**config.mk**
```make
export PLATFORM = sky130hd
export DESIGN_NAME = intr_flag_unit
export DESIGN_NICKNAME = d
export VERILOG_FILES = /design/src/rtl/irq_pkg.sv /design/src/rtl/irq_sync.sv /design/src/rtl/irq_edge_det.sv /design/src/rtl/irq_chg_det.sv /design/src/rtl/intr_flag_unit.sv
export SDC_FILE = /design/constraint.sdc
export NUM_CORES = 1
export LEC_CHECK = 0
export BUFFER_PORTS_ARGS = -buffer_cell sky130_fd_sc_hd__buf_2
export CORE_UTILIZATION = 49
export CTS_BUF_LIST = sky130_fd_sc_hd__clkbuf_2 sky130_fd_sc_hd__clkbuf_4 sky130_fd_sc_hd__clkbuf_8
export DETAILED_ROUTE_END_ITERATION = 10
export GPL_ROUTABILITY_DRIVEN = 0
export GPL_TIMING_DRIVEN = 0
export HOLD_SLACK_MARGIN = 0.05
export PLACE_DENSITY = 0.9
export RECOVER_POWER = 50
export SETUP_SLACK_MARGIN = 0.15
export SLEW_MARGIN = 25
export SYNTH_ARGS = -nofsm -noshare
export SYNTH_HDL_FRONTEND = slang
export SYNTH_SLANG_ARGS = --single-unit
```
**constraint.sdc**
```tcl
create_clock -name clk -period 1.2 [get_ports clk]
set_input_delay 0 -clock clk [delete_from_list [all_inputs] [get_ports clk]]
set_output_delay 0 -clock clk [all_outputs]
set_load 0.02 [all_outputs]
```
**src/rtl/irq_pkg.sv**
```systemverilog
package irq_pkg;
   localparam int CTL_W    = 8;
   localparam int B_GIE    = 7;
   localparam int B_RSV    = 6;
   localparam int B_TMR_EN = 5;
   localparam int B_EXT_EN = 4;
   localparam int B_CHG_EN = 3;
   localparam int B_TMR_FL = 2;
   localparam int B_EXT_FL = 1;
   localparam int B_CHG_FL = 0;
   localparam int N_SRC    = 3;
   localparam logic [CTL_W-1:0] CTL_MASK = ~(CTL_W'(1) << B_RSV);

   typedef struct packed {
      logic tmr;
      logic ext;
      logic chg;
   } src_vec_t;
endpackage

```
**src/rtl/irq_sync.sv**
```systemverilog
module irq_sync #(
   parameter int W      = 1,
   parameter int STAGES = 2
) (
   input  logic         clk,
   input  logic         rst_n,
   input  logic [W-1:0] d,
   output logic [W-1:0] q
);
   initial assert (STAGES >= 2) else $error("irq_sync: STAGES must be at least 2");
   initial assert (W >= 1) else $error("irq_sync: W must be at least 1");

   logic [W-1:0] chain [STAGES];

   genvar s;
   generate
      for (s = 0; s < STAGES; s++) begin : g_stage
         if (s == 0) begin : g_first
            always_ff @(posedge clk or negedge rst_n) begin
               if (!rst_n) chain[s] <= '0;
               else        chain[s] <= d;
            end
         end else begin : g_next
            always_ff @(posedge clk or negedge rst_n) begin
               if (!rst_n) chain[s] <= '0;
               else        chain[s] <= chain[s-1];
            end
         end
      end
   endgenerate

   assign q = chain[STAGES-1];
endmodule

```
**src/rtl/irq_edge_det.sv**
```systemverilog
module irq_edge_det #(
   parameter bit BOTH_EDGES = 1'b0
) (
   input  logic clk,
   input  logic rst_n,
   input  logic sig,
   input  logic rise_sel,
   output logic hit
);
   logic prev_q;
   logic rise;
   logic fall;

   always_ff @(posedge clk or negedge rst_n) begin
      if (!rst_n) prev_q <= 1'b0;
      else        prev_q <= sig;
   end

   assign rise = sig & ~prev_q;
   assign fall = ~sig & prev_q;

   generate
      if (BOTH_EDGES) begin : g_both
         assign hit = rise | fall;
      end else begin : g_sel
         assign hit = rise_sel ? rise : fall;
      end
   endgenerate


   one_edge_per_change_chk: assert property (@(posedge clk) disable iff (!rst_n)
      hit |=> !hit);
endmodule

```
**src/rtl/irq_chg_det.sv**
```systemverilog
module irq_chg_det #(
   parameter int W       = 4,
   parameter bit ON_TICK = 1'b1
) (
   input  logic         clk,
   input  logic         rst_n,
   input  logic         tick,
   input  logic [W-1:0] port,
   output logic         changed
);
   initial assert (W >= 1) else $error("irq_chg_det: W must be at least 1");

   logic [W-1:0] ref_q;
   logic         ref_ok_q;
   logic         sample;

   generate
      if (ON_TICK) begin : g_tick
         assign sample = tick;
      end else begin : g_every
         assign sample = 1'b1;
      end
   endgenerate

   always_ff @(posedge clk or negedge rst_n) begin
      if (!rst_n) begin
         ref_q    <= '0;
         ref_ok_q <= 1'b0;
      end else if (sample) begin
         ref_q    <= port;
         ref_ok_q <= 1'b1;
      end
   end

   assign changed = sample & ref_ok_q & (port != ref_q);

   generate
      if (ON_TICK) begin : g_tick_chk

         chg_on_tick_chk: assert property (@(posedge clk) disable iff (!rst_n)
            changed |-> tick);
      end
   endgenerate
endmodule

```
**src/rtl/intr_flag_unit.sv**
```systemverilog
module intr_flag_unit
   import irq_pkg::*;
#(
   parameter int PORT_W      = 4,
   parameter int SYNC_STAGES = 2,
   parameter bit CHG_ON_TICK = 1'b1
) (
   input  logic              clk,
   input  logic              rst_n,
   input  logic              cyc_tick,
   input  logic              ext_pin,
   input  logic              edge_rise_sel,
   input  logic              tmr_ovf,
   input  logic [PORT_W-1:0] port_in,
   input  logic              wr_en,
   input  logic [CTL_W-1:0]  wr_data,
   output logic [CTL_W-1:0]  rd_data,
   output logic              irq_req,
   output logic              wake_req
);
   initial assert (PORT_W >= 1 && PORT_W <= 32) else $error("intr_flag_unit: PORT_W out of range");

   logic              ext_s;
   logic [PORT_W-1:0] port_s;
   src_vec_t          hw_set;
   src_vec_t          flags;
   src_vec_t          enables;
   logic [CTL_W-1:0]  ctl_q;
   logic [CTL_W-1:0]  ctl_d;
   logic [CTL_W-1:0]  hw_mask;

   irq_sync #(.W(1), .STAGES(SYNC_STAGES)) i_ext_sync (
      .clk(clk), .rst_n(rst_n), .d(ext_pin), .q(ext_s));

   irq_sync #(.W(PORT_W), .STAGES(SYNC_STAGES)) i_port_sync (
      .clk(clk), .rst_n(rst_n), .d(port_in), .q(port_s));

   irq_edge_det #(.BOTH_EDGES(1'b0)) i_edge (
      .clk(clk), .rst_n(rst_n), .sig(ext_s), .rise_sel(edge_rise_sel), .hit(hw_set.ext));

   irq_chg_det #(.W(PORT_W), .ON_TICK(CHG_ON_TICK)) i_chg (
      .clk(clk), .rst_n(rst_n), .tick(cyc_tick), .port(port_s), .changed(hw_set.chg));

   assign hw_set.tmr = tmr_ovf;

   always_comb begin
      hw_mask = '0;
      hw_mask[B_TMR_FL] = hw_set.tmr;
      hw_mask[B_EXT_FL] = hw_set.ext;
      hw_mask[B_CHG_FL] = hw_set.chg;
   end

   always_comb begin
      ctl_d = wr_en ? wr_data : ctl_q;
      ctl_d = (ctl_d | hw_mask) & CTL_MASK;
   end

   always_ff @(posedge clk or negedge rst_n) begin
      if (!rst_n) ctl_q <= '0;
      else        ctl_q <= ctl_d;
   end

   assign flags.tmr   = ctl_q[B_TMR_FL];
   assign flags.ext   = ctl_q[B_EXT_FL];
   assign flags.chg   = ctl_q[B_CHG_FL];
   assign enables.tmr = ctl_q[B_TMR_EN];
   assign enables.ext = ctl_q[B_EXT_EN];
   assign enables.chg = ctl_q[B_CHG_EN];

   assign wake_req = |(flags & enables);
   assign irq_req  = ctl_q[B_GIE] & wake_req;
   assign rd_data  = ctl_q;


   flag_sticky_chk: assert property (@(posedge clk) disable iff (!rst_n)
      (!wr_en && flags.ext) |=> flags.ext);

   tmr_flag_set_chk: assert property (@(posedge clk) disable iff (!rst_n)
      tmr_ovf |=> rd_data[B_TMR_FL]);

   ext_flag_set_chk: assert property (@(posedge clk) disable iff (!rst_n)
      hw_set.ext |=> rd_data[B_EXT_FL]);

   sw_set_chk: assert property (@(posedge clk) disable iff (!rst_n)
      (wr_en && wr_data[B_CHG_FL]) |=> rd_data[B_CHG_FL]);

   irq_needs_wake_chk: assert property (@(posedge clk) disable iff (!rst_n)
      irq_req |-> (wake_req && rd_data[B_GIE]));

   rsv_zero_chk: assert property (@(posedge clk) disable iff (!rst_n)
      (wr_en && wr_data[B_RSV]) |=> !rd_data[B_RSV]);
endmodule

```
# Word level (Yosys, flattened, before mapping)
# Index checks and enable logic that the tools add are counted.
# word_totals
inputBits	19
wordCells	21
ff_bits	23
# classes
reduce_logical	1
n_eq_ne	1
n_mux	2
bitwise_logic	9
# ops
operator	count
8-bit two-way mux	1
8-bit by 3-bit OR with 8-bit output	1
1-bit AND	5
4-bit inequality test	1
3-bit AND	1
3-bit OR reduction	1
1-bit NOT	2
1-bit two-way mux	1

# Longest topological paths before layout
# Gate-level depths: netlist (run 1).
# logic_depth
depth_word	4
ltp_mapped	3

# Cells and area by module
# Synthesis (run 1) repeated with hierarchy kept, for this count alone.
# unflattened
hier_cells	57
hier_area_um2	859.6
# modules_own_cells
mod	cells_per_inst	area_per_inst_um2	seq_area_each_um2	instances
intr_flag_unit	23	307.8	175.2	1
irq_sync at i_port_sync	12	230.2	200.2	1
irq_chg_det	16	224.0	125.1	1
irq_sync at i_ext_sync	2	50.0	50.0	1
irq_edge_det	4	47.5	25.0	1

# Worst setup path after synthesis (run 1)
# No wires, ideal clock.
# synth_timing
kind	register to output
startpoint	register ctl_q[0], in the netlist rd_data[0]
endpoint	output wake_req
path_stages_with_launch	3
required_ps	1200
path_buffers	0
path_slack_ps	185
arrival_time_ps	1015
path_cell_list	dfrtp_1 > a222oi_1 > inv_1
# synth_via
elab_chain_len	2
# synth_rtl
element	line	rtl
start, declared	intr_flag_unit.sv:28	logic [CTL_W-1:0] ctl_q;
start signal, assigned	intr_flag_unit.sv:60	else ctl_q <= ctl_d;
3-bit AND	intr_flag_unit.sv:70	assign wake_req = |(flags & enables);
3-bit OR reduction	intr_flag_unit.sv:70	
end, declared	intr_flag_unit.sv:19	output logic wake_req
# No other way between the ends.

# Worst setup path in the final report (run 1)
# layout_timing
startpoint	register ctl_q[3], in the netlist rd_data[3]
endpoint	output irq_req
# layout_via
elab_chain_len	3
# layout_rtl
element	line	rtl
3-bit AND	intr_flag_unit.sv:70	
3-bit OR reduction	intr_flag_unit.sv:70	
1-bit AND	intr_flag_unit.sv:71	assign irq_req = ctl_q[B_GIE] & wake_req;
end, declared	intr_flag_unit.sv:18	output logic irq_req,
# No other way between the ends.

==> qor.log, run 1 <==
qor: status.run_status finished, violations left
qor: status.failed_checks setup timing
qor: global_route.global_route.overflow_total 0
qor: cells_and_area.area_of_the_multi_input_gates 220.2 um^2
qor: setup_path.setup.worst_path.start rd_data[3]
qor: global_route.antenna_found_initial 0
qor: cts.cts_setup_buffers 0
qor: yosys.synth_nets 72
qor: yosys.synth-seq-area-share 0.7088
qor: cells_and_area.final.fill_count 111
qor: setup_path.reg2reg_to rd_data[0]
qor: timing.final_period_minus_worst_setup_slack 1.424 ns
qor: flow_run.maxCapViolations 0
qor: die.core_box_area 1524 um^2
qor: timing.whs 0.07314 ns
qor: timing.final_min_period_over_clock_period 1.187
qor: cells_and_area.antenna_cells_inserted 0
qor: timing.summed_negative_setup_slack_over_all_endpoints -0.4270 ns
qor: cts.cts_htree_levels 1
qor: cts.cts_buffers 3
qor: cells_and_area.fin_nets 118
qor: yosys.leading_cell_types_by_total_area_after_synthesis dfrtp_1 (71%), mux2_1 (11%), xor2_1 (4.3%)
qor: setup_path.reg2regPathDepth 3
qor: timing.fmax 702.1 MHz
qor: setup_path.crit_path_capture_type primary output
qor: setup_path.largest_fanout_on_the_critical_path 3
qor: cts.ctsRootBufferMaster clkbuf_4
qor: routing.routed_wl_per_cell 12.70 um
qor: power_and_ir_drop.powerDensity 1256 nW/um^2
qor: placement.post_dp_cell_area 957.2 um^2
qor: placement.hpwlAfterDp 912 um
qor: cells_and_area.final_layout_size_suffix_gt1_frac 0.3265
qor: yosys.synth_top_area_share 0.7088
qor: yosys.yosys.cell_count.top_type dfrtp_1
qor: yosys.netlist_area 812.0 um^2
qor: setup_path.cp_data_required_time 1.20 ns
qor: routing.initial_detailed_routing_violation_count 3
qor: setup_path.setup.reg_to_reg.worst_slack 0.18 ns
qor: cts.clockBufferDepth 2
qor: yosys.postSynthAreaPerCell 15.32 um^2
qor: global_route.grt_start_max_net_pins 24
qor: yosys.synthDominantAreaCellType dfrtp_1
qor: setup_path.startpoint_types flop
qor: routing.via_per_inst 4.930
qor: setup_path.setup.worst_path.class flop to primary output
qor: routing.firstDrtPassIters 4
qor: global_route.grt_pass1_vias 635
qor: cts.tritoncts_clock_tree built
qor: timing.timing_worst_slew_pin_value 0.5396 ns
qor: setup_path.cp_arrival 1.42 ns
qor: timing.timing.clock.skew 0.0005842 ns
qor: routing.drc 0
qor: routing.drt-total-wl 1.448 mm
qor: setup_path.worst_setup_path_endpoint irq_req
qor: die.start_util 0.5328
qor: setup_path.timing.rr.start i_chg.ref_q[2]
qor: cts.worst_skew_pair.late_latency 0.30 ns
qor: placement.preCtsSetupSlack 0.1022 ns
qor: yosys.yosys.cell_types.count 17
qor: power_and_ir_drop.leakage 0.5416 nW
qor: yosys.synth_edf_count 0
qor: routing.dr_total_vias 562
qor: routing.ant_nets 0
qor: timing.grt_setup_unrepaired yes
qor: cells_and_area.layout.cell_area.non_filler 1145 um^2
qor: yosys.fraction_of_synthesis_flops_using_an_asynchronous_set_or_reset_pin 1.000
qor: power_and_ir_drop.ir_worst_vdd 1006 uV
qor: hold_path.hp-class primary input to flop
qor: global_route.grt_util_all_layers 0.1984
qor: die.io_pins 29
qor: yosys.ys_warn_count 0
qor: timing.setup_viol 2
qor: yosys.post_synth_inst_count 53
qor: cts.total_of_cells_resized_after_clock_tree_synthesis 0
qor: yosys.ys_seq_elements 23
qor: die.die_x 42.71 um
qor: timing.maxSlewViolCount 0
qor: cts.numClockSinks 23
qor: yosys.commonest_cells_in_the_synthesized_netlist dfrtp_1 (23), mux2_1 (8), xor2_1 (4)
qor: yosys.postSynth.topFlopCell dfrtp_1
qor: timing.timing.final.hold_violations 0
qor: die.std_cell_rows 14
qor: placement.port_buffers 25
qor: global_route.first_pass_grt_wire_length 2.553 mm
qor: timing.final.setup.worst_slack -0.2243 ns
qor: die.fp.dieH 42.71 um
qor: cts.clk_pin_slew_worst_paths 0.12 ns
qor: cells_and_area.syn2layout_area_growth 40.99%
qor: timing.slew-limit-headroom 0.6403
qor: die.dieArea 1824 um^2
qor: cells_and_area.sequential_cell_area 575.6 um^2
qor: power_and_ir_drop.totalPowerFinal 1.438 mW
[cell families (layout without fill, tap and decap cells)]
kind of cell           count (synthesis)  after routing  share of synthesized area
buffers and inverters                  3             48                    0.02002
AO/OA/AOI/OAI                          4              4                    0.03852
XOR/XNOR                               4              4                    0.04314
other                                  1              1                   0.004618
AND/OR/NAND/NOR                        8              8                    0.04931
multiplexers                          10             10                     0.1356
flip-flops                            23             23                     0.7088
[metal layers]
metal / track usage / part of all wire
met1: 0.2153 / 0.39
met5: 0 / 0
met2: 0.3394 / 0.53
met4: 0.1313 / 0.033
met3: 0.04681 / 0.040
[registers in the layout, indices dropped and copies added, names as in the netlist]
signal             count
rd_data                7
i_chg.ref_q            4
i_port_sync.chain      4
i_port_sync.q          4
i_chg.ref_ok_q         1
i_edge.prev_q          1
i_ext_sync.chain       1
i_ext_sync.q           1
[critical path, cell delays in order (launching register included)]
cell	delay, ns
dfrtp_1	0.41
a222oi_1	0.44
nor2b_1	0.10
buf_2	0.17
[through the flow]
step	std cells	utilization
2_1_floorplan	53	-
3_3_place_gp	94	0.6281
3_5_place_dp	94	0.6281
4_1_cts	114	0.7512
5_1_grt	114	0.7512
6_report	114	0.7512
[report_power, final]
group,total (mW),switching (mW),internal [mW]
registers,0.863,0.0336,0.829
clock network,0.341,0.217,0.124
logic,0.234,0.117,0.118
total,1.44,0.367,1.07
[timing repair]
action	CTS	global route
pin swaps	1	3
hold endpoints to repair	40	0
setup endpoints to repair	2	3
hold buffers	16	0
[area by class of cell]
class / count / area share
buffer: 2 / 0.01093
timing repair buffer: 41 / 0.2492
clock inverter: 1 / 0.004372
sequential: 23 / 0.5027
tap: 16 / 0.01749
clock buffer: 3 / 0.01967
multi-input combinational: 27 / 0.1923
inverter: 1 / 0.003279
[cells in the final DEF (no fill, tap or decap), drive strengths merged]
cell type	n
conb	1
xor2	4
or2	1
buf	26
a211o	1
dfrtp	23
clkbuf	4
o211ai	1
nor4	1
nor2b	2
a222oi	1
clkinv	1
o21ai	1
inv	1
nand2	3
mux2	8
nor2	1
dlygate4sd3	16
mux2i	2
[worst min path at each step]
stage	slack [ns]	to	from	cells past startpoint
finish	0.07	rd_data[7]	wr_en	2
global route	0.08	rd_data[2]	wr_en	2
CTS	0.05	rd_data[2]	wr_en	2
detailed placement	-0.01	rd_data[7]	rst_n	1
global placement	-0.02	rd_data[7]	rst_n	1
floorplan	-0.30	i_chg.ref_ok_q	rst_n	0
Power figures use the tool's default switching activity.
==> run 2: changes to the inputs <==
--- a/config.mk
+++ b/config.mk
@@ -5,7 +5,7 @@
 export SDC_FILE = /design/constraint.sdc
 export NUM_CORES = 1
 export LEC_CHECK = 0
-export BUFFER_PORTS_ARGS = -buffer_cell sky130_fd_sc_hd__buf_2
+export BUFFER_PORTS_ARGS = -buffer_cell sky130_fd_sc_hd__buf_4
 export CORE_UTILIZATION = 49
 export CTS_BUF_LIST = sky130_fd_sc_hd__clkbuf_2 sky130_fd_sc_hd__clkbuf_4 sky130_fd_sc_hd__clkbuf_8
 export DETAILED_ROUTE_END_ITERATION = 10
==> run 2 against run 1 <==
Compared with the run above: the flow still finishes with violations (setup timing); die area stayed put; register-to-register slack got worse by 0.04 ns; critical path depth unchanged; count of clock-buffer cells in the layout unchanged; maximum frequency down 0.54%; combinational power rose by 21%; cell count is 1.8% higher; first-iteration DRC count unchanged; largest cell class unchanged; highest routed layer unchanged.
==> qor.log, run 2 (synthesized netlist as in run 1, its figures left out) <==
qor: setup_path.worst_path_largest_cell_delay 0.44 ns [about the same]
qor: placement.port_buffers 25 [unchanged]
qor: setup_path.crit_path_capture_type primary output [unchanged]
qor: global_route.grt_pass1_vias 618 [was 635]
qor: power_and_ir_drop.powerDensity 1212 nW/um^2 [was 1256 nW/um^2]
qor: setup_path.setup.worst_path.start rd_data[3] [unchanged]
qor: global_route.grtUsageMet2 0.3515 [was 0.3394]
qor: cells_and_area.final_layout_size_suffix_gt1_frac 0.3500 [was 0.3265]
qor: setup_path.startpoint_types flop [unchanged]
qor: global_route.global_route.usage.met1 0.2136 [was 0.2153]
qor: cells_and_area.finish.cell_count_without_fillers 116 [was 114]
qor: timing.timing.final.hold_violations 0 [unchanged]
qor: power_and_ir_drop.ir_worst_vdd 1206 uV [was 1006 uV]
qor: routing.via_per_inst 4.836 [was 4.930]
qor: setup_path.reg2reg_to rd_data[0] [unchanged]
qor: timing.timing.clock.skew 0.001966 ns [was 0.0005842 ns]
qor: setup_path.worst_setup_path_endpoint irq_req [unchanged]
qor: timing.whs 0.08020 ns [was 0.07314 ns]
qor: timing.grt_setup_unrepaired yes [unchanged]
qor: global_route.antenna_found_initial 0 [unchanged]
qor: cells_and_area.fin_nets 120 [was 118]
qor: routing.initial_detailed_routing_violation_count 3 [unchanged]
qor: cells_and_area.sequential_cell_area 575.6 um^2 [unchanged]
qor: hold_path.min_delay_path_depth 2 [unchanged]
qor: routing.routed_wl_per_cell 13.63 um [was 12.70 um]
qor: routing.dr_total_vias 561 [was 562]
qor: die.start_util 0.5328 [unchanged]
qor: cts.cts_buffers 3 [unchanged]
qor: setup_path.setup.reg_to_reg.worst_slack 0.14 ns [was 0.18 ns]
qor: status.failed_checks setup timing [unchanged]
qor: timing.slew-limit-headroom 0.6368 [was 0.6403]
qor: cts.worst_skew_pair.late_latency 0.29 ns [was 0.30 ns]
qor: power_and_ir_drop.p_seq_frac 0.583 [was 0.600]
qor: timing.final_min_period_over_clock_period 1.193 [was 1.187]
qor: setup_path.critical_path_buf_inv_count 1 [unchanged]
qor: power_and_ir_drop.power.internal 1.115 mW [was 1.071 mW]
qor: cts.ctsRootBufferMaster clkbuf_4 [unchanged]
qor: setup_path.crit_family compound AO/OA/AOI/OAI gates [unchanged]
qor: die.fp.dieH 42.71 um [unchanged]
qor: cells_and_area.final.fill_count 98 [was 111]
qor: die.io_pins 29 [unchanged]
qor: placement.numPlacedInstances 94 [unchanged]
qor: die.std_cell_rows 14 [unchanged]
qor: flow_run.maxCapViolations 0 [unchanged]
qor: power_and_ir_drop.share_comb_of_total_power 0.191 [was 0.163]
qor: placement.preCtsSetupSlack 0.07516 ns [was 0.1022 ns]
qor: global_route.grt_start_max_net_pins 24 [unchanged]
qor: cells_and_area.largest_register_ffs 7 [unchanged]
qor: setup_path.worst_path_max_delay_cell a222oi_1 [unchanged]
qor: cts.numClockSinks 23 [unchanged]
qor: cts.clk_pin_slew_worst_paths 0.12 ns [about the same]
qor: global_route.grt_util_all_layers 0.1978 [was 0.1984]
qor: cts.cts_htree_levels 1 [unchanged]
qor: global_route.global_route.overflow_total 0 [unchanged]
qor: timing.timing_worst_slew_pin_value 0.5448 ns [was 0.5396 ns]
qor: setup_path.path_depth 3 [unchanged]
qor: setup_path.largest_fanout_on_the_critical_path 3 [unchanged]
qor: cells_and_area.antenna_cells_inserted 0 [unchanged]
qor: timing.fmax 698.3 MHz [was 702.1 MHz]
qor: timing.final_period_minus_worst_setup_slack 1.432 ns [was 1.424 ns]
qor: power_and_ir_drop.swShare 0.2506 [was 0.2551]
qor: routing.drc 0 [unchanged]
qor: timing.final.setup.worst_slack -0.2320 ns [was -0.2243 ns]
qor: global_route.grtUsageMet3 0.04681 [unchanged]
qor: power_and_ir_drop.total_switching_power 0.3726 mW [was 0.3668 mW]
qor: cts.tritoncts_clock_tree built [unchanged]
qor: setup_path.timing.rr.start i_chg.ref_q[2] [unchanged]
qor: cts.clockBufferDepth 2 [unchanged]
qor: power_and_ir_drop.p_clk_frac 0.226 [was 0.237]
qor: cells_and_area.final_util 0.8054 [was 0.7512]
qor: global_route.routing_layer_with_the_top_usage_in_global_route met2 [unchanged]
qor: setup_path.timing.critical_path.cells a222oi_1 > nor2b_1 > buf_4 [was a222oi_1 > nor2b_1 > buf_2]
qor: timing.setup_viol 2 [unchanged]
qor: setup_path.reg2regPathDepth 3 [unchanged]
qor: status.run_status finished, violations left [unchanged]
qor: routing.ant_nets 0 [unchanged]
qor: die.dieArea 1824 um^2 [unchanged]
qor: setup_path.setup.worst_path.class flop to primary output [unchanged]
qor: cells_and_area.syn2layout_area_growth 51.16% [was 40.99%]
qor: global_route.first_pass_grt_wire_length 2.580 mm [was 2.553 mm]
qor: hold_path.hp-class primary input to flop [unchanged]
qor: power_and_ir_drop.leakage 0.5789 nW [was 0.5416 nW]
qor: setup_path.cp_data_required_time 1.20 ns [about the same]
qor: routing.drt-total-wl 1.581 mm [was 1.448 mm]
qor: timing.maxSlewViolCount 0 [unchanged]
qor: die.die_x 42.71 um [unchanged]
qor: setup_path.cp_arrival 1.43 ns [was 1.42 ns]
qor: die.core_box_area 1524 um^2 [unchanged]
qor: cells_and_area.final_cell_mix buf_4 (23), dfrtp_1 (23), dlygate4sd3_1 (16), mux2_1 (7), clkbuf_4 (6) [was buf_2 (25), dfrtp_1 (23), dlygate4sd3_1 (16), mux2_1 (8), xor2_1 (4)]
qor: routing.firstDrtPassIters 4 [unchanged]
qor: cells_and_area.area_of_the_multi_input_gates 224.0 um^2 [was 220.2 um^2]
-- run 2: cell count changes in the layout (fill, tap and decap cells not counted) --
cell	before	now
buf_6	0	1
mux2_1	8	7
mux2_4	0	1
buf_2	25	1
clkbuf_4	3	6
buf_4	1	23
-- run 2: through the flow --
step                setup TNS (ns)  area (um^2)  total power, mW
detailed placement               0         1020            1.108
global placement                 0         1020            1.095
finish                     -0.4313         1227            1.487
floorplan                        0        812.0           0.9805
CTS                        -0.4652         1215            1.487
global route               -0.5868         1227            1.565
-- run 2: what timing repair did --
action / in CTS / in global routing
pin swaps: 3 / 1
hold buffers: 16 / 0
hold endpoints to repair: 40 / 0
gates resized for setup: 0 / 2
setup endpoints to repair: 3 / 3
setup buffers: 1 / 1
gates cloned: 0 / 0
-- run 2: area by class of cell --
type | instances | area share
inverters | 1 | 0.003058
flip-flops and latches | 23 | 0.4689
plain buffers | 2 | 0.01019
repair buffers | 43 | 0.2966
clock buffers | 3 | 0.01835
multi-input cells | 27 | 0.1825
well taps | 16 | 0.01631
clock inverters | 1 | 0.004077
-- run 2: worst min path at each step --
stage,startpoint,end,slack [ns]
global placement,rst_n,rd_data[7],-0.10
floorplan,rst_n,i_chg.ref_ok_q,-0.30
finish,wr_en,rd_data[2],0.08
global route,wr_en,rd_data[7],0.07
CTS,wr_en,rd_data[2],0.06
detailed placement,rst_n,rd_data[7],-0.1
-- run 2: power groups by stage --
stage | Combinational (mW) | Sequential [mW] | Clock, mW
after floorplan | 0.0813 | 0.899 | 0
after global placement | 0.220 | 0.875 | 0
after detailed placement | 0.227 | 0.881 | 0
after CTS | 0.274 | 0.866 | 0.347
after global routing | 0.306 | 0.874 | 0.386
final | 0.284 | 0.867 | 0.336
-- run 2: layer usage --
layer  share of wire  vias to the layer above
li1                -                      270
met4           0.020                        0
met1            0.40                      268
met5               0                        -
met2            0.54                       19
met3           0.034                        4
